File: src/rtl/rcl_pkg.sv
package rcl_pkg;
  typedef enum logic [2:0] {
    S_IDLE, S_SELECT, S_FLUSH, S_MERGE, S_RELEASE, S_DONE
  } rcl_state_t;

  typedef enum logic [1:0] {
    JOB_FORCE = 2'd0,
    JOB_NAND  = 2'd1,
    JOB_DRAM  = 2'd2
  } rcl_job_t;
endpackage

File: src/rtl/rcl_recency_order.sv
module rcl_recency_order #(
  parameter int N_ENT = 8,
  parameter int IDX_W = (N_ENT > 1) ? $clog2(N_ENT) : 1
) (
  input  logic             clk,
  input  logic             rst_n,
  input  logic             touch_en,
  input  logic [IDX_W-1:0] touch_idx,
  input  logic             drop_en,
  input  logic [IDX_W-1:0] drop_idx,
  output logic             cand_valid,
  output logic [IDX_W-1:0] cand_idx
);
  // Ages of members form a permutation of 0..members-1; oldest = largest.
  localparam int AGE_W = IDX_W;

  logic [N_ENT-1:0] mem_q, mem_d;
  logic [AGE_W-1:0] age_q [N_ENT];
  logic [AGE_W-1:0] age_d [N_ENT];
  logic             upd_en;
  logic             t_in, d_live;
  logic [AGE_W-1:0] t_age, d_age;
  logic             inc, dec;
  logic [AGE_W-1:0] best_age;

  assign upd_en = touch_en | drop_en;

  always_comb begin
    t_in   = mem_q[touch_idx];
    t_age  = age_q[touch_idx];
    d_age  = age_q[drop_idx];
    d_live = drop_en && mem_q[drop_idx] && !(touch_en && (touch_idx == drop_idx));
    mem_d  = mem_q;
    for (int i = 0; i < N_ENT; i++) begin
      inc = touch_en && mem_q[i] && (IDX_W'(i) != touch_idx) && (!t_in || (age_q[i] < t_age));
      dec = d_live && mem_q[i] && (age_q[i] > d_age);
      age_d[i] = age_q[i] + {{(AGE_W-1){1'b0}}, inc} - {{(AGE_W-1){1'b0}}, dec};
      if (touch_en && (IDX_W'(i) == touch_idx)) begin
        mem_d[i] = 1'b1;
        age_d[i] = '0;
      end else if (d_live && (IDX_W'(i) == drop_idx)) begin
        mem_d[i] = 1'b0;
      end
    end
  end

  always_ff @(posedge clk or negedge rst_n) begin
    if (!rst_n) begin
      mem_q <= '0;
      for (int i = 0; i < N_ENT; i++) age_q[i] <= '0;
    end else if (upd_en) begin
      mem_q <= mem_d;
      for (int i = 0; i < N_ENT; i++) age_q[i] <= age_d[i];
    end
  end

  always_comb begin
    cand_valid = 1'b0;
    cand_idx   = '0;
    best_age   = '0;
    for (int i = 0; i < N_ENT; i++) begin
      if (mem_q[i] && (!cand_valid || (age_q[i] > best_age))) begin
        cand_valid = 1'b1;
        cand_idx   = IDX_W'(i);
        best_age   = age_q[i];
      end
    end
  end
endmodule

File: src/rtl/rcl_seq_fsm.sv
module rcl_seq_fsm
  import rcl_pkg::*;
#(
  parameter int IDX_W = 3
) (
  input  logic             clk,
  input  logic             rst_n,
  input  logic             dram_rq,
  input  logic             nand_rq,
  input  logic             full_valid,
  input  logic [IDX_W-1:0] full_lb,
  input  logic             dram_cand_v,
  input  logic [IDX_W-1:0] dram_cand,
  input  logic             nand_cand_v,
  input  logic [IDX_W-1:0] nand_cand,
  input  logic             act_ack,
  input  logic             act_full,
  output logic             cmd_flush,
  output logic             cmd_merge,
  output logic             cmd_release,
  output logic             cmd_rel_dram,
  output logic [IDX_W-1:0] cmd_lb,
  output logic             busy,
  output logic             done,
  output logic [1:0]       done_kind,
  output logic             done_empty,
  output logic [1:0]       drop_en,
  output rcl_job_t         job_o
);
  rcl_state_t       st_q, st_d;
  rcl_job_t         job_q, job_d;
  logic [IDX_W-1:0] lb_q, lb_d;
  logic             emp_q, emp_d;
  logic             wait_q, wait_d;
  logic             rel_acc;

  always_comb begin
    st_d   = st_q;
    job_d  = job_q;
    lb_d   = lb_q;
    emp_d  = emp_q;
    wait_d = wait_q;
    case (st_q)
      S_IDLE: begin
        wait_d = 1'b0;
        emp_d  = 1'b0;
        if (full_valid) begin
          job_d = JOB_FORCE;
          lb_d  = full_lb;
          st_d  = S_SELECT;
        end else if (nand_rq) begin
          job_d = JOB_NAND;
          st_d  = S_SELECT;
        end else if (dram_rq) begin
          job_d = JOB_DRAM;
          st_d  = S_SELECT;
        end
      end
      S_SELECT: begin
        case (job_q)
          JOB_FORCE: st_d = S_MERGE;
          JOB_NAND: begin
            if (nand_cand_v) begin
              lb_d = nand_cand;
              st_d = S_MERGE;
            end else begin
              emp_d = 1'b1;
              st_d  = S_DONE;
            end
          end
          default: begin
            if (dram_cand_v) begin
              lb_d = dram_cand;
              st_d = S_FLUSH;
            end else begin
              emp_d = 1'b1;
              st_d  = S_DONE;
            end
          end
        endcase
      end
      S_FLUSH: begin
        if (!wait_q) wait_d = 1'b1;
        else if (act_ack) begin
          wait_d = 1'b0;
          st_d   = act_full ? S_MERGE : S_RELEASE;
        end
      end
      S_MERGE: begin
        if (!wait_q) wait_d = 1'b1;
        else if (act_ack) begin
          wait_d = 1'b0;
          st_d   = (job_q == JOB_DRAM) ? S_FLUSH : S_RELEASE;
        end
      end
      S_RELEASE: begin
        if (!wait_q) wait_d = 1'b1;
        else if (act_ack) begin
          wait_d = 1'b0;
          st_d   = S_DONE;
        end
      end
      S_DONE:  st_d = S_IDLE;
      default: st_d = S_IDLE;
    endcase
  end

  always_ff @(posedge clk or negedge rst_n) begin
    if (!rst_n) begin
      st_q   <= S_IDLE;
      job_q  <= JOB_FORCE;
      lb_q   <= '0;
      emp_q  <= 1'b0;
      wait_q <= 1'b0;
    end else begin
      st_q   <= st_d;
      job_q  <= job_d;
      lb_q   <= lb_d;
      emp_q  <= emp_d;
      wait_q <= wait_d;
    end
  end

  assign cmd_flush    = (st_q == S_FLUSH)   && !wait_q;
  assign cmd_merge    = (st_q == S_MERGE)   && !wait_q;
  assign cmd_release  = (st_q == S_RELEASE) && !wait_q;
  assign cmd_rel_dram = cmd_release && (job_q == JOB_DRAM);
  assign cmd_lb       = lb_q;
  assign busy         = (st_q != S_IDLE);
  assign done         = (st_q == S_DONE);
  assign done_kind    = job_q;
  assign done_empty   = done && emp_q;
  assign job_o        = job_q;

  assign rel_acc    = (st_q == S_RELEASE) && wait_q && act_ack;
  assign drop_en[0] = rel_acc && (job_q == JOB_DRAM);
  assign drop_en[1] = rel_acc && (job_q != JOB_DRAM);
endmodule

File: src/rtl/rcl_victim_sel.sv
module rcl_victim_sel
  import rcl_pkg::*;
#(
  parameter int N_LB  = 8,
  parameter int IDX_W = (N_LB > 1) ? $clog2(N_LB) : 1
) (
  input  logic             clk,
  input  logic             rst_n,
  input  logic             wr_valid,
  input  logic             wr_long,
  input  logic [IDX_W-1:0] wr_lb,
  input  logic             dram_rq,
  input  logic             nand_rq,
  input  logic             full_valid,
  input  logic [IDX_W-1:0] full_lb,
  input  logic             act_ack,
  input  logic             act_full,
  output logic             cmd_flush,
  output logic             cmd_merge,
  output logic             cmd_release,
  output logic             cmd_rel_dram,
  output logic [IDX_W-1:0] cmd_lb,
  output logic             busy,
  output logic             done,
  output logic [1:0]       done_kind,
  output logic             done_empty
);
  localparam int N_ORD = 2;  // 0: short-write order, 1: long-write order

  logic [1:0]       rst_sync_q;
  logic             rst_core;
  logic [N_ORD-1:0] cand_v;
  logic [IDX_W-1:0] cand_i [N_ORD];
  logic [N_ORD-1:0] drop_en;
  rcl_job_t         job_w;

  always_ff @(posedge clk or negedge rst_n) begin
    if (!rst_n) rst_sync_q <= 2'b00;
    else        rst_sync_q <= {rst_sync_q[0], 1'b1};
  end
  assign rst_core = rst_sync_q[1];

  for (genvar g = 0; g < N_ORD; g++) begin : g_ord
    logic t_en;
    assign t_en = wr_valid && (wr_long == 1'(g));
    rcl_recency_order #(.N_ENT(N_LB), .IDX_W(IDX_W)) u_ord (
      .clk       (clk),
      .rst_n     (rst_core),
      .touch_en  (t_en),
      .touch_idx (wr_lb),
      .drop_en   (drop_en[g]),
      .drop_idx  (cmd_lb),
      .cand_valid(cand_v[g]),
      .cand_idx  (cand_i[g])
    );
  end

  rcl_seq_fsm #(.IDX_W(IDX_W)) u_fsm (
    .clk         (clk),
    .rst_n       (rst_core),
    .dram_rq     (dram_rq),
    .nand_rq     (nand_rq),
    .full_valid  (full_valid),
    .full_lb     (full_lb),
    .dram_cand_v (cand_v[0]),
    .dram_cand   (cand_i[0]),
    .nand_cand_v (cand_v[1]),
    .nand_cand   (cand_i[1]),
    .act_ack     (act_ack),
    .act_full    (act_full),
    .cmd_flush   (cmd_flush),
    .cmd_merge   (cmd_merge),
    .cmd_release (cmd_release),
    .cmd_rel_dram(cmd_rel_dram),
    .cmd_lb      (cmd_lb),
    .busy        (busy),
    .done        (done),
    .done_kind   (done_kind),
    .done_empty  (done_empty),
    .drop_en     (drop_en),
    .job_o       (job_w)
  );
endmodule

File: config.mk
export PLATFORM = sky130hd
export DESIGN_NAME = rcl_victim_sel
export DESIGN_NICKNAME = d
export VERILOG_FILES = /design/src/rtl/rcl_pkg.sv /design/src/rtl/rcl_recency_order.sv /design/src/rtl/rcl_seq_fsm.sv /design/src/rtl/rcl_victim_sel.sv
export SDC_FILE = /design/constraint.sdc
export NUM_CORES = 1
export LEC_CHECK = 0
export ABC_AREA = 1
export BUFFER_PORTS_ARGS = -buffer_cell sky130_fd_sc_hd__clkbuf_2
export CORE_MARGIN = 1
export CORE_UTILIZATION = 25
export DETAILED_ROUTE_END_ITERATION = 12
export PLACE_DENSITY = 0.45
export SKIP_LAST_GASP = 1
export SLEW_MARGIN = 20
export SYNTH_ARGS = -nofsm -noshare
export SYNTH_HDL_FRONTEND = slang
export SYNTH_SLANG_ARGS = --single-unit
File: constraint.sdc
create_clock -name clk -period 2.25 [get_ports clk]
set_input_delay 0.45 -clock clk [delete_from_list [all_inputs] [get_ports clk]]
set_output_delay 0.45 -clock clk [all_outputs]
set_load 0.02 [all_outputs]
==> results of run 1 <==
## routing by layer
| metal | vias up | wire, um |
|---|---|---|
| li1 | 5245 | - |
| met1 | 5124 | 17100 |
| met2 | 213 | 18200 |
| met3 | 59 | 1340 |
| met4 | 2 | 1080 |
| met5 | - | 8 |
## flip-flops by register name, summed over array words and instances (netlist names)
| register | count |
|---|---|
| g_ord.u_ord.age_q | 48 |
| g_ord.u_ord.mem_q | 16 |
| u_fsm.cmd_lb | 3 |
| u_fsm.st_q | 3 |
| rst_sync_q | 2 |
| u_fsm.done_kind | 2 |
| u_fsm.emp_q | 1 |
| u_fsm.wait_q | 1 |
## per-stage QoR
step	TNS [ns]	std cells	worst slack [ns]	instance area, um2	hold WS [ns]
finish	-69.36	2178	-4.97	15900	0.246
CTS	-66.89	2150	-5.11	14800	0.267
global placement	-79.05	2074	-5.49	12600	0.238
detailed placement	-79.08	2074	-5.61	12600	0.239
global route	-80.11	2178	-5.60	15900	0.281
floorplan	-64.91	1275	-4.51	9520	0.154
## Yosys cell counts, drive strengths merged
| cell | number | share of area (%) |
|---|---|---|
| buf | 22 | 1.7 |
| conb | 1 | 0.041 |
| a32oi | 1 | 0.18 |
| o221ai | 1 | 0.095 |
| nand3b | 4 | 0.32 |
| and2 | 18 | 1.2 |
| a221oi | 4 | 0.45 |
| nor3 | 9 | 0.65 |
| a211oi | 2 | 0.16 |
| o31ai | 10 | 1.1 |
| o21ai | 128 | 7.0 |
| nand2 | 253 | 10 |
| o211ai | 2 | 0.27 |
| nor4 | 1 | 0.068 |
| nor2 | 87 | 4.4 |
| or2 | 1 | 0.068 |
| xor2 | 13 | 1.2 |
| o22ai | 31 | 2.2 |
| dfrtp | 76 | 21 |
| a21oi | 77 | 4.2 |
| nand3 | 145 | 8.0 |
| xnor2 | 13 | 1.2 |
| o311ai | 1 | 0.095 |
| clkinv | 2 | 0.081 |
| o2111ai | 8 | 0.76 |
| o32ai | 8 | 0.76 |
| nand4 | 4 | 0.50 |
| ha | 154 | 21 |
| fa | 16 | 3.5 |
| a2111oi | 2 | 0.32 |
| clkbuf | 6 | 0.24 |
| o21bai | 1 | 0.081 |
| inv | 171 | 7.0 |
| o41ai | 2 | 0.19 |
| nor3b | 1 | 0.14 |
## critical path: cells and delay by family, from the launching register on
kind	cells	cell delay [ns]
and+or+nand+nor	39	3.27
adders and majority gates	7	1.76
AOI/OAI and AO/OA	12	1.41
DFF	1	0.46
buffers and inverters	4	0.21
## layout make-up
class	count	area, um2
clock inverter	4	97.6
sequential	76	1910
timing repair buffer	447	3640
fill	3612	20700
multi-input combinational	998	8690
clock buffer	12	246
inverter	173	684
tap	468	586
## cells by family (layout without fill, tap and decap cells)
group / count (synthesis) / count (layout) / synth area share, %
fa+ha+maj: 170 / 170 / 24.3
other cells: 1 / 1 / 0.0406
buf+inv: 201 / 636 / 9.05
xor+xnor: 26 / 26 / 2.46
simple gates: 523 / 523 / 25.7
flops: 76 / 76 / 20.6
compound gates: 278 / 278 / 17.9
## timing repair
item,CTS,global route
gates resized for setup,307,189
hold endpoints to repair,2,0
hold buffers,1,0
pin swaps,158,142
endpoints found under the setup margin,55,59
cloned,0,0
setup buffers,60,36
## worst paths after layout
path                                            endpoint  slack [ns]  depth (start not counted)
worst max register to register           u_fsm.cmd_lb[1]       -4.97                         62
worst max-delay path                     u_fsm.cmd_lb[1]       -4.97                         62
worst min register to register             u_fsm.st_q[2]        0.25                          0
max in group asynchronous       g_ord[1].u_ord.age_q[14]        1.38                          1
worst min-delay path                       u_fsm.st_q[2]        0.25                          0
min in group clk                           rst_sync_q[1]        0.35                          0
==> results.toml, run 1 <==
[run_status]
status = "complete, but fails checks"
violations = "setup timing"

[route]
totalWireLength_um = 37800
final_antenna_net_count = 0
drc = 0
drtIter0Drc = 512
first_pass_iters = 5
dr_total_vias = 10600
routedWlPerCell_um = 17.4
viasPerCell = 4.89

[clock_tree]
clk_pin_slew_worst_paths_ns = 0.07
clk_latency_ns = 0.37
cts_root_buffer = "clkbuf_16"
clock_path_buffers = 2
cts-htree-levels = 3
clock_sinks = 76
cts_tree = "yes"
cts_buffers = 9

[floorplanning]
initial_core_util_pct = 25.3
core_area_um2 = 36500
io_pins = 27
die_y_um = 194
rows = 70
fp.dieW_um = 194
fp.dieArea_um2 = 37800

[place]
dp.final_hpwl_um = 28700
io_buffers = 26
place_congestion = 0.894

[flow_run]
maxCapViolCount = 0

[grt]
grt-busiest-layer = "met2"
grt_util_met2_pct = 33.8
grt_pass1_vias = 10800
antenna_found_initial = 1
grt.total_usage_pct = 20.0
grt_max_degree = 36
overflow = 0
met3_usage_pct = 2.50
grt_pass1_wl_um = 59000
use_met1_pct = 25.8

[worst_setup_path]
worstPathArrival_ns = 7.48
r2r_start = "g_ord[0].u_ord.mem_q[0]"
path_max_fanout = 6
path_class = "reg2reg"
cp-startpoint = "g_ord[0].u_ord.mem_q[0]"
cp-start-kind = "register"
crit_required_ns = 2.52
critPathCaptureType = "register"
cp_slowest_cell = "dfrtp_2"
crit_top_cell = "nand2_2"
crit_path_max_incr_delay_ns = 0.46

[worst_hold_path]
hold_class = "reg2async"

[timing]
setup_viol = 56
fin_crit_sh_pct = 321
hold_viol_final = 0
fin_worst_skew_ns = 0.0116
fin_ws_ns = -4.97
tightest_slew_ns = 0.732
fin_crit_ns = 7.22
maxSlewViolCount = 0
maxSlewHeadroom_pct = 51.1
rsz0062_at_grt = "true"
fmax_mhz = 139

[logic_synthesis]
yosysSeqAreaShare_pct = 20.6
ys.warnings.count = 0
syn_inst = 1275
synth.net_count = 1460
synth.distinct_cells = 53
syn_area_um2 = 9250
synth_seq_cells = 76
syn_avg_cell_area_um2 = 7.25

[layout]
final_core_util_pct = 43.4
nNetsFinal = 1890
final_cell_mix = "buf_4, nand2_1, inv_1"
layout_commonest_cell = "buf_4"
drive_above_1_share_pct = 51.2
diodes = 0
area_growth_pct = 71.4
Power of run 1 is left out: the tool's default activity adds up to more than one toggle a clock period on the data nets, which glitch-free logic cannot reach.
==> run 2, diff against run 1 <==
--- a/config.mk
+++ b/config.mk
@@ -7,8 +7,10 @@
 export LEC_CHECK = 0
 export ABC_AREA = 1
 export BUFFER_PORTS_ARGS = -buffer_cell sky130_fd_sc_hd__clkbuf_2
+export CORE_ASPECT_RATIO = 0.6
 export CORE_MARGIN = 1
 export CORE_UTILIZATION = 25
+export CTS_BUF_LIST = sky130_fd_sc_hd__clkbuf_2 sky130_fd_sc_hd__clkbuf_4 sky130_fd_sc_hd__clkbuf_8
 export DETAILED_ROUTE_END_ITERATION = 12
 export PLACE_DENSITY = 0.45
 export SKIP_LAST_GASP = 1
==> results.toml, run 2 (synthesis gave the netlist of run 1 again) <==
[run_status]
status = "complete, but fails checks"
violations = "setup timing"

[timing]
tightest_slew_ns = 1.07
fmax_mhz = 133
hold_viol_final = 0
fin_ws_ns = -5.28
fin_worst_skew_ns = 0.0190
fin_crit_ns = 7.53
maxSlewViolCount = 0
fin_crit_sh_pct = 335
setup_viol = 56
maxSlewHeadroom_pct = 28.8
fin_hold_ws_ns = 0.287
rsz0062_at_grt = "true"

[layout]
seq_area_um2 = 1910
final_cell_mix = "buf_4, nand2_1, inv_1"
drive_above_1_share_pct = 39.9
top_register = "g_ord.u_ord.age_q"
reg.largest.list = "g_ord.u_ord.age_q: 48 flops, g_ord.u_ord.mem_q: 16 flops"
fillers = 3787
multi_input_area_um2 = 7570
nNetsFinal = 1861
layout_commonest_cell = "buf_4"
diodes = 0
area_growth_pct = 53.4
largest_reg_flops = 48

[worst_setup_path]
worstPathArrival_ns = 7.89
cp-start-kind = "register"
crit_top_cell = "buf_4"
crit_path_max_incr_delay_ns = 0.46
reg2reg_depth = 63
path_class = "reg2reg"
path_max_fanout = 5
critPathCaptureType = "register"
cp_slowest_cell = "dfrtp_2"
crit_required_ns = 2.61

[clock_tree]
clock_sinks = 76
cts_tree = "yes"
cts_buffers = 9
clk_pin_slew_worst_paths_ns = 0.10
clk_latency_ns = 0.42
clock_path_buffers = 2
cts-htree-levels = 3
cts_root_buffer = "clkbuf_8"

[grt]
grt.total_usage_pct = 20.8
overflow = 0
grt_pass1_vias = 10100
antenna_found_initial = 0
grt_pass1_wl_um = 59300
grt_max_degree = 33

[floorplanning]
die_y_um = 151
fp.dieArea_um2 = 37800
io_pins = 27
initial_core_util_pct = 25.4
fp.dieW_um = 250
rows = 54
core_area_um2 = 36300

[route]
dr_total_vias = 10500
drtIter0Drc = 656
totalWireLength_um = 39300
first_pass_iters = 5
viasPerCell = 4.87
final_antenna_net_count = 0
met3_length_um = 2290
topRoutingLayerUsed = "met4"
routedWlPerCell_um = 18.2
met1_length_um = 21400
drc = 0
route.met2.wl_um = 15300

[place]
pre_cts_slack_ns = -5.42
place_congestion = 0.920
io_buffers = 26
dp.final_hpwl_um = 30900

[worst_hold_path]
hold_class = "reg2async"

[flow_run]
maxCapViolCount = 0
## run 2: cell count changes in the layout (fill, tap and decap cells not counted), moves of 14 or more
cell | before | now
inv_1 | 129 | 143
o21ai_0 | 32 | 86
ha_4 | 65 | 27
fa_1 | 1 | 16
o21ai_1 | 61 | 32
o21ai_2 | 34 | 10
buf_4 | 362 | 378
nand3_1 | 88 | 111
nand3_2 | 48 | 23
ha_1 | 86 | 126
inv_2 | 31 | 17
fa_2 | 15 | 0
buf_6 | 43 | 7
## run 2: layer usage
metal	vias to the layer above	GRT usage [%]
met5	-	0
met1	5061	32.8
met4	0	3.01
li1	5172	-
met2	243	28.8
met3	23	4.06
## run 2: metrics by stage
step	setup TNS [ns]	std cells	instance area, um2	utilization, %
5_1_grt	-92.03	2157	14200	39.0
3_3_place_gp	-82.16	2062	12500	34.3
3_5_place_dp	-83.91	2062	12500	34.3
2_1_floorplan	-64.91	1275	9520	-
4_1_cts	-77.76	2148	13700	37.8
6_report	-80.45	2157	14200	39.0
## run 2: cell type report
class	instances	area share, %
repair buffers	418	22.4
flip-flops and latches	76	13.5
multi-input cells	998	53.4
inverters	173	4.79
clock buffers	12	1.12
clock inverters	4	0.670
well taps	476	4.20
## run 2: final timing paths
kind	startpoint	end	slack, ns
worst max register to register	g_ord[0].u_ord.mem_q[0]	u_fsm.cmd_lb[0]	-5.28
worst min register to register	rst_sync_q[1]	g_ord[0].u_ord.age_q[0]	0.29
min in group clk	nand_rq	u_fsm.done_kind[1]	0.31
worst min-delay path	rst_sync_q[1]	g_ord[0].u_ord.age_q[0]	0.29
max in group asynchronous	rst_sync_q[1]	g_ord[0].u_ord.mem_q[0]	1.31
worst max-delay path	g_ord[0].u_ord.mem_q[0]	u_fsm.cmd_lb[0]	-5.28
## run 2: critical path, delay by kind of cell, from the launching register on
family          cells  cell delay [ns]
compound gates      1             0.10
fa+ha+maj           1             0.29
buf+inv            48             5.75
flops               1             0.46
simple gates       13             0.90
## run 2: repair_timing
item,CTS,global route
pin swaps,86,97
buffers inserted,69,9
hold buffers,1,0
resized for setup,98,93
setup endpoints to repair,56,59
cloned,0,0
endpoints found under the hold margin,2,0
Power of run 2 is left out for the same reason.
